### src/rtl/smm_cmd_pkg.sv
package smm_cmd_pkg;
  localparam int CMD_W = 5;
  localparam int B_DISMISS = 0;
  localparam int B_ENTER   = 1;
  localparam int B_SMICYC  = 2;
  localparam int B_EXIT    = 3;
  localparam int B_RSMCYC  = 4;

  typedef logic [CMD_W-1:0] cmd_t;

  // execution priority, first entry runs first
  localparam int ORDER [CMD_W] = '{B_ENTER, B_SMICYC, B_DISMISS, B_RSMCYC, B_EXIT};

  typedef enum logic [1:0] {
    WR_NONE, WR_ACCEPT, WR_ERROR, WR_FAULT
  } wr_verdict_e;

  function automatic logic cmd_legal(input cmd_t c);
    cmd_t ent_smi, dis_ent, dis_ent_smi, ext_rsm;
    ent_smi     = '0; ent_smi[B_ENTER] = 1'b1; ent_smi[B_SMICYC] = 1'b1;
    dis_ent     = '0; dis_ent[B_ENTER] = 1'b1; dis_ent[B_DISMISS] = 1'b1;
    dis_ent_smi = ent_smi | dis_ent;
    ext_rsm     = '0; ext_rsm[B_EXIT] = 1'b1; ext_rsm[B_RSMCYC] = 1'b1;
    return ($countones(c) <= 1) || (c == ent_smi) || (c == dis_ent) ||
           (c == dis_ent_smi) || (c == ext_rsm);
  endfunction
endpackage

### src/rtl/smm_cmd_screen.sv
module smm_cmd_screen
  import smm_cmd_pkg::*;
(
  input  logic        wr_en,
  input  cmd_t        wr_data,
  input  logic        hw_lock,
  input  logic        busy,
  input  logic        in_smm,
  output wr_verdict_e verdict
);
  logic legal;

  always_comb begin
    legal = cmd_legal(wr_data);
    if (!wr_en)                              verdict = WR_NONE;
    else if (hw_lock)                        verdict = WR_FAULT;
    else if (busy)                           verdict = WR_ERROR;
    else if (!legal)                         verdict = WR_ERROR;
    else if (wr_data[B_ENTER] && in_smm)     verdict = WR_ERROR;
    else if (wr_data[B_EXIT] && !in_smm)     verdict = WR_ERROR;
    else                                     verdict = WR_ACCEPT;
  end
endmodule

### src/rtl/smm_action_seq.sv
module smm_action_seq
  import smm_cmd_pkg::*;
(
  input  logic clk,
  input  logic rst_n,
  input  logic load,
  input  cmd_t load_cmd,
  output cmd_t act,
  output logic busy
);
  cmd_t mask_q, mask_d, pick;
  logic found;
  logic mask_en;

  always_comb begin
    pick  = '0;
    found = 1'b0;
    for (int i = 0; i < CMD_W; i++) begin
      if (!found && mask_q[ORDER[i]]) begin
        pick[ORDER[i]] = 1'b1;
        found = 1'b1;
      end
    end
  end

  always_comb begin
    mask_en = load || (mask_q != '0);
    mask_d  = load ? load_cmd : (mask_q & ~pick);
  end

  always_ff @(posedge clk or negedge rst_n) begin
    if (!rst_n)       mask_q <= '0;
    else if (mask_en) mask_q <= mask_d;
  end

  assign act  = pick;
  assign busy = (mask_q != '0);


  one_action_chk: assert property (@(posedge clk) disable iff (!rst_n)
    $onehot0(act));


  drain_chk: assert property (@(posedge clk) disable iff (!rst_n)
    (busy && !load) |=> ($countones(mask_q) == $countones($past(mask_q)) - 1));


  no_reload_chk: assert property (@(posedge clk) disable iff (!rst_n)
    busy |-> !load);
endmodule

### src/rtl/smm_mode_state.sv
module smm_mode_state
  import smm_cmd_pkg::*;
(
  input  logic clk,
  input  logic rst_n,
  input  cmd_t act,
  input  logic nmi_in,
  output logic smram_map,
  output logic nmi_block,
  output logic smi_block,
  output logic clr_smi_pend,
  output logic smi_cyc_req,
  output logic rsm_cyc_req
);
  logic map_q, map_d, nmi_q, nmi_d, smi_q, smi_d, saved_q, saved_d;
  logic clr_q, scyc_q, rcyc_q;
  logic mode_en, save_en;

  always_comb begin
    mode_en = act[B_ENTER] || act[B_EXIT];
    save_en = act[B_ENTER];
    map_d   = act[B_ENTER];
    smi_d   = act[B_ENTER];
    nmi_d   = act[B_ENTER] ? 1'b1 : saved_q;
    saved_d = nmi_in;
  end

  always_ff @(posedge clk or negedge rst_n) begin
    if (!rst_n) begin
      map_q <= 1'b0;
      nmi_q <= 1'b0;
      smi_q <= 1'b0;
    end else if (mode_en) begin
      map_q <= map_d;
      nmi_q <= nmi_d;
      smi_q <= smi_d;
    end
  end

  always_ff @(posedge clk or negedge rst_n) begin
    if (!rst_n)       saved_q <= 1'b0;
    else if (save_en) saved_q <= saved_d;
  end

  always_ff @(posedge clk or negedge rst_n) begin
    if (!rst_n) begin
      clr_q  <= 1'b0;
      scyc_q <= 1'b0;
      rcyc_q <= 1'b0;
    end else begin
      clr_q  <= act[B_DISMISS];
      scyc_q <= act[B_SMICYC];
      rcyc_q <= act[B_RSMCYC];
    end
  end

  assign smram_map    = map_q;
  assign nmi_block    = nmi_q;
  assign smi_block    = smi_q;
  assign clr_smi_pend = clr_q;
  assign smi_cyc_req  = scyc_q;
  assign rsm_cyc_req  = rcyc_q;


  enter_eff_chk: assert property (@(posedge clk) disable iff (!rst_n)
    act[B_ENTER] |=> (smram_map && nmi_block && smi_block && saved_q == $past(nmi_in)));


  exit_eff_chk: assert property (@(posedge clk) disable iff (!rst_n)
    act[B_EXIT] |=> (!smram_map && !smi_block && nmi_block == $past(saved_q)));


  map_hold_chk: assert property (@(posedge clk) disable iff (!rst_n)
    !(act[B_ENTER] || act[B_EXIT]) |=> $stable(smram_map));


  pulse_width_chk: assert property (@(posedge clk) disable iff (!rst_n)
    $onehot0({clr_smi_pend, smi_cyc_req, rsm_cyc_req}));
endmodule

### src/rtl/smm_cmd_seq.sv
module smm_cmd_seq
  import smm_cmd_pkg::*;
(
  input  logic       clk,
  input  logic       rst_n,
  input  logic       wr_en,
  input  logic [4:0] wr_data,
  input  logic       hw_lock,
  input  logic       nmi_in,
  output logic [4:0] rd_data,
  output logic       busy,
  output logic       smram_map,
  output logic       nmi_block,
  output logic       smi_block,
  output logic       clr_smi_pend,
  output logic       smi_cyc_req,
  output logic       rsm_cyc_req,
  output logic       gp_fault,
  output logic       cmd_error
);
  localparam int SYNC_STAGES = 2;

  logic [SYNC_STAGES-1:0] rst_pipe;
  logic                   rst_ni;
  wr_verdict_e            verdict;
  cmd_t                   act;
  logic                   err_d, err_q, gp_d, gp_q, load;

  always_ff @(posedge clk or negedge rst_n) begin
    if (!rst_n) rst_pipe <= '0;
    else        rst_pipe <= {rst_pipe[SYNC_STAGES-2:0], 1'b1};
  end
  assign rst_ni = rst_pipe[SYNC_STAGES-1];

  smm_cmd_screen u_screen (
    .wr_en   (wr_en),
    .wr_data (wr_data),
    .hw_lock (hw_lock),
    .busy    (busy),
    .in_smm  (smram_map),
    .verdict (verdict)
  );

  always_comb begin
    load  = (verdict == WR_ACCEPT);
    err_d = (verdict == WR_ERROR);
    gp_d  = (verdict == WR_FAULT);
  end

  always_ff @(posedge clk or negedge rst_ni) begin
    if (!rst_ni) begin
      err_q <= 1'b0;
      gp_q  <= 1'b0;
    end else begin
      err_q <= err_d;
      gp_q  <= gp_d;
    end
  end

  smm_action_seq u_seq (
    .clk      (clk),
    .rst_n    (rst_ni),
    .load     (load),
    .load_cmd (wr_data),
    .act      (act),
    .busy     (busy)
  );

  smm_mode_state u_state (
    .clk          (clk),
    .rst_n        (rst_ni),
    .act          (act),
    .nmi_in       (nmi_in),
    .smram_map    (smram_map),
    .nmi_block    (nmi_block),
    .smi_block    (smi_block),
    .clr_smi_pend (clr_smi_pend),
    .smi_cyc_req  (smi_cyc_req),
    .rsm_cyc_req  (rsm_cyc_req)
  );

  assign rd_data   = '0;
  assign gp_fault  = gp_q;
  assign cmd_error = err_q;


  lock_fault_chk: assert property (@(posedge clk) disable iff (!rst_ni)
    (wr_en && hw_lock) |=> (gp_fault && !cmd_error));


  lock_idle_chk: assert property (@(posedge clk) disable iff (!rst_ni)
    (wr_en && hw_lock && !busy) |=> !busy);


  busy_reject_chk: assert property (@(posedge clk) disable iff (!rst_ni)
    (wr_en && !hw_lock && busy) |=> cmd_error);


  nest_enter_chk: assert property (@(posedge clk) disable iff (!rst_ni)
    (wr_en && !hw_lock && !busy && wr_data[B_ENTER] && smram_map) |=> (cmd_error && !busy));


  flag_excl_chk: assert property (@(posedge clk) disable iff (!rst_ni)
    !(gp_fault && cmd_error));
endmodule

### config.mk
export PLATFORM = sky130hd
export DESIGN_NAME = smm_cmd_seq
export DESIGN_NICKNAME = d
export VERILOG_FILES = /design/src/rtl/smm_cmd_pkg.sv /design/src/rtl/smm_cmd_screen.sv /design/src/rtl/smm_action_seq.sv /design/src/rtl/smm_mode_state.sv /design/src/rtl/smm_cmd_seq.sv
export SDC_FILE = /design/constraint.sdc
export NUM_CORES = 1
export LEC_CHECK = 0
export ABC_AREA = 1
export BUFFER_PORTS_ARGS = -buffer_cell sky130_fd_sc_hd__clkbuf_2
export CAP_MARGIN = 20
export CORE_MARGIN = 2
export CORE_UTILIZATION = 54
export CTS_CLUSTER_DIAMETER = 80
export DETAILED_ROUTE_END_ITERATION = 6
export PLACE_DENSITY = 0.84
export SETUP_SLACK_MARGIN = 0.1
export SLEW_MARGIN = 20
export SYNTH_ARGS = -nofsm -noshare
export SYNTH_HDL_FRONTEND = slang
export SYNTH_SLANG_ARGS = --single-unit
export TNS_END_PERCENT = 5
### constraint.sdc
create_clock -name clk -period 1.8 [get_ports clk]
set_input_delay 0.27 -clock clk [delete_from_list [all_inputs] [get_ports clk]]
set_output_delay 0.27 -clock clk [all_outputs]
set_load 0.01 [all_outputs]
==> summary.txt <==
Layout
  – Largest register FFs: 5
  – Antenna fix cells: 0
  – Commonest non-fill, non-tap cell in the layout: nand2_1
  – Layout area overhead: 35.8%
  – Multi-input gate area: 423 µm²
  – Layout cells sized above 1: 43.5%
  – Top reg by flops: u_seq.mask_q
  – Utilization after layout: 78.1%
  – FF/Latch Area: 375 µm²
  – Filler cell count: 109
  – Most frequent cells in the layout: nand2_1, dfrtp_1, clkbuf_2
  – Final #Nets: 151
  – Largest regs: u_seq.mask_q: 5 flops, rst_pipe: 2 flops

Run status
  – Failing checks: negative setup slack
  – Status: complete, but fails checks

Timing
  – Final Hold Vio Count: 0
  – Max Clock Skew: 5.63 ps
  – Setup TNS: -5.71 ps
  – RSZ-0062 raised after global routing: true
  – Crit share post-route: 100%
  – Setup ws final: -5.58 ps
  – Fin. max-slew vios: 0
  – Min cycle time layout: 1810 ps
  – Final setup viols: 2
  – Hold WS: 188 ps
  – Max Clk Rate: 554 MHz

CTS
  – CTS Buf Count: 3
  – TritonCTS clock tree: built
  – CTS root buf: clkbuf_4
  – Maximum clock path buffer count: 2
  – Clock Latency Late Sink: 280 ps
  – Sink Count: 15
  – Clock-pin slew on the worst setup and hold paths: 90 ps
  – H-Tree Depth: 1

Floorplan
  – Die height: 43.8 µm
  – Core Rows: 14
  – Core Area: 0.00149 mm²
  – Initial Util: 57.5%
  – Die Span X: 43.8 µm
  – Die area: 0.00192 mm²
  – Num ports: 24

Drt
  – Drt drc: 0
  – DR vias/cell: 4.64
  – Post-DRT Antenna Nets: 0
  – Initial DRC count: 7
  – Vias after detailed routing: 682
  – WL/cell: 11.3 µm
  – Pre-Repair DR Iteration Count: 4
  – Final WL: 1.66 mm

Power
  – P_sw: 309 µW
  – P_leak: 0.000662 µW
  – Worst vdd ir: 0.458 mV
  – Seq pwr share: 46.8%
  – Clk pwr share: 20.7%
  – Comb power frac: 32.5%
  – Internal power: 602 µW
  – Switching part of the total: 33.9%
  – Power Density: 784 mW/mm²

Flow run
  – MaxCap Viol Count: 0

Critical path
  – CP Launch Type: input port
  – Worst Setup End Kind: flop
  – Critical path, cell by cell: buf_12 -> inv_12 -> ha_4 -> fa_2 -> inv_2 -> fa_1 -> nand2_1 -> nand2_1 -> inv_1 -> nand2_1 -> nand2_2 -> nor2_4 -> nand3_2 -> nand2_2
  – CP Class: input port to flop
  – Most common cell on crit path: nand2_1
  – Critical path's top delay family: adder cells
  – CP max-delay cell: fa_1
  – CP required: 2030 ps
  – Crit path largest cell delay: 530 ps
  – Worst EP arrival: 2030 ps
  – Crit path buffers/inverters: 4
  – Worst-path fanout max: 4

GRT
  – Initial antenna violation count: 0
  – Vias in the first global route: 645
  – GRT overflow: 0
  – Largest net degree at the start of global routing: 14
  – GRT Overall Usage: 18.6%
  – First-pass GRT wire length: 2.61 mm

Yosys
  – Synth Cell Area: 856 µm²
  – Post-synth top area cell: dfrtp_1
  – Synth area leaders: dfrtp_1, ha_1, nand2_1
  – Syn Inst Count: 98
  – Area share of the largest cell type after synthesis: 43.9%
  – Unique cell type count in the Yosys netlist: 19
  – Sequential share of the synthesized area: 43.9%
  – Avg Inst Size Synth: 8.73 µm²
  – Seq cells post-synth: 15
  – Ys Warns: 0

Place
  – DP Wirelength: 1.26 mm
  – # port buffers: 18
  – Gp weighted congestion: 0.806

Hold path
  – HP Class: flop to async pin
worst register-to-register path, stage by stage, from the launching register on:
cell and delay [ps]:
dfrtp_1 450, nor2_2 150, nand3_2 110, nor2_2 120, nand2_2 90, nor2_4 180, nand3_2 100, nand2_2 60
per-layer routing:
| layer | vias up | GRT usage [%] | wire [µm] |
|---|---|---|---|
| met5 | - | 0 | 0 |
| met4 | 0 | 10.9 | 21 |
| met3 | 2 | 1.25 | 40 |
| met2 | 17 | 33.5 | 999 |
| met1 | 317 | 21.3 | 593 |
| li1 | 346 | - | - |
stage by stage:
| stage | cell area [µm²] | total power, µW | setup slack [ps] | std cells |
|---|---|---|---|---|
| after CTS | 1100 | 898 | 30.6 | 145 |
| after global routing | 1160 | 968 | -66.6 | 147 |
| after detailed placement | 1050 | 708 | -375 | 139 |
| after global placement | 1050 | 692 | -319 | 139 |
| after floorplan | 913 | 613 | -78.0 | 102 |
| final | 1160 | 911 | -5.58 | 147 |
layout make-up:
type | instances | area share (%)
Inverter | 20 | 7.75
Multi-Input combinational cell | 61 | 36.4
Clock buffer | 4 | 2.26
Tap cell | 16 | 1.72
Timing Repair Buffer | 31 | 19.6
Sequential cell | 15 | 32.3
cell usage after synthesis (all sizes together):
master / instances
conb: 2
dfrtp: 15
nand3: 7
ha: 7
clkinv: 2
nor2: 9
buf: 6
o21ai: 3
nand2: 24
nand4: 2
fa: 2
and3: 1
inv: 18
final timing paths:
kind	slack [ps]	from	to	cells past startpoint
max	-6	wr_data[3]	u_seq.mask_q[3]	14
min	190	rst_pipe[1]	u_seq.mask_q[0]	0
max reg2reg	500	u_seq.mask_q[1]	u_seq.mask_q[3]	7
min reg2reg	190	rst_pipe[1]	u_seq.mask_q[0]	0
max in group asynchronous	1270	rst_pipe[1]	u_state.clr_smi_pend	0
min in group clk	190	nmi_in	u_state.saved_q	3
power groups by stage:
| stage | logic (µW) | registers [µW] | clock network (µW) |
|---|---|---|---|
| global route | 325 | 435 | 209 |
| finish | 296 | 426 | 188 |
| floorplan | 173 | 440 | 0 |
| detailed placement | 273 | 434 | 0 |
| CTS | 278 | 428 | 192 |
| global placement | 259 | 432 | 0 |
repair_timing:
item                                    in CTS  in global routing
setup buffers                                1                  2
pin swaps                                    5                  7
endpoints found under the hold margin        2                  0
resized for setup                            3                 14
endpoints found under the setup margin       6                  6
hold buffers                                 1                  0
logic make-up after synthesis:
group | Yosys count | synth area share (%)
AO/OA/AOI/OAI | 3 | 1.75
flip-flops | 15 | 43.9
buffers and inverters | 26 | 14.0
other | 2 | 0.878
AND/OR/NAND/NOR | 43 | 24.6
adder cells (fa/ha/maj) | 9 | 14.9
Note: power is estimated with default switching activity, not from simulation.
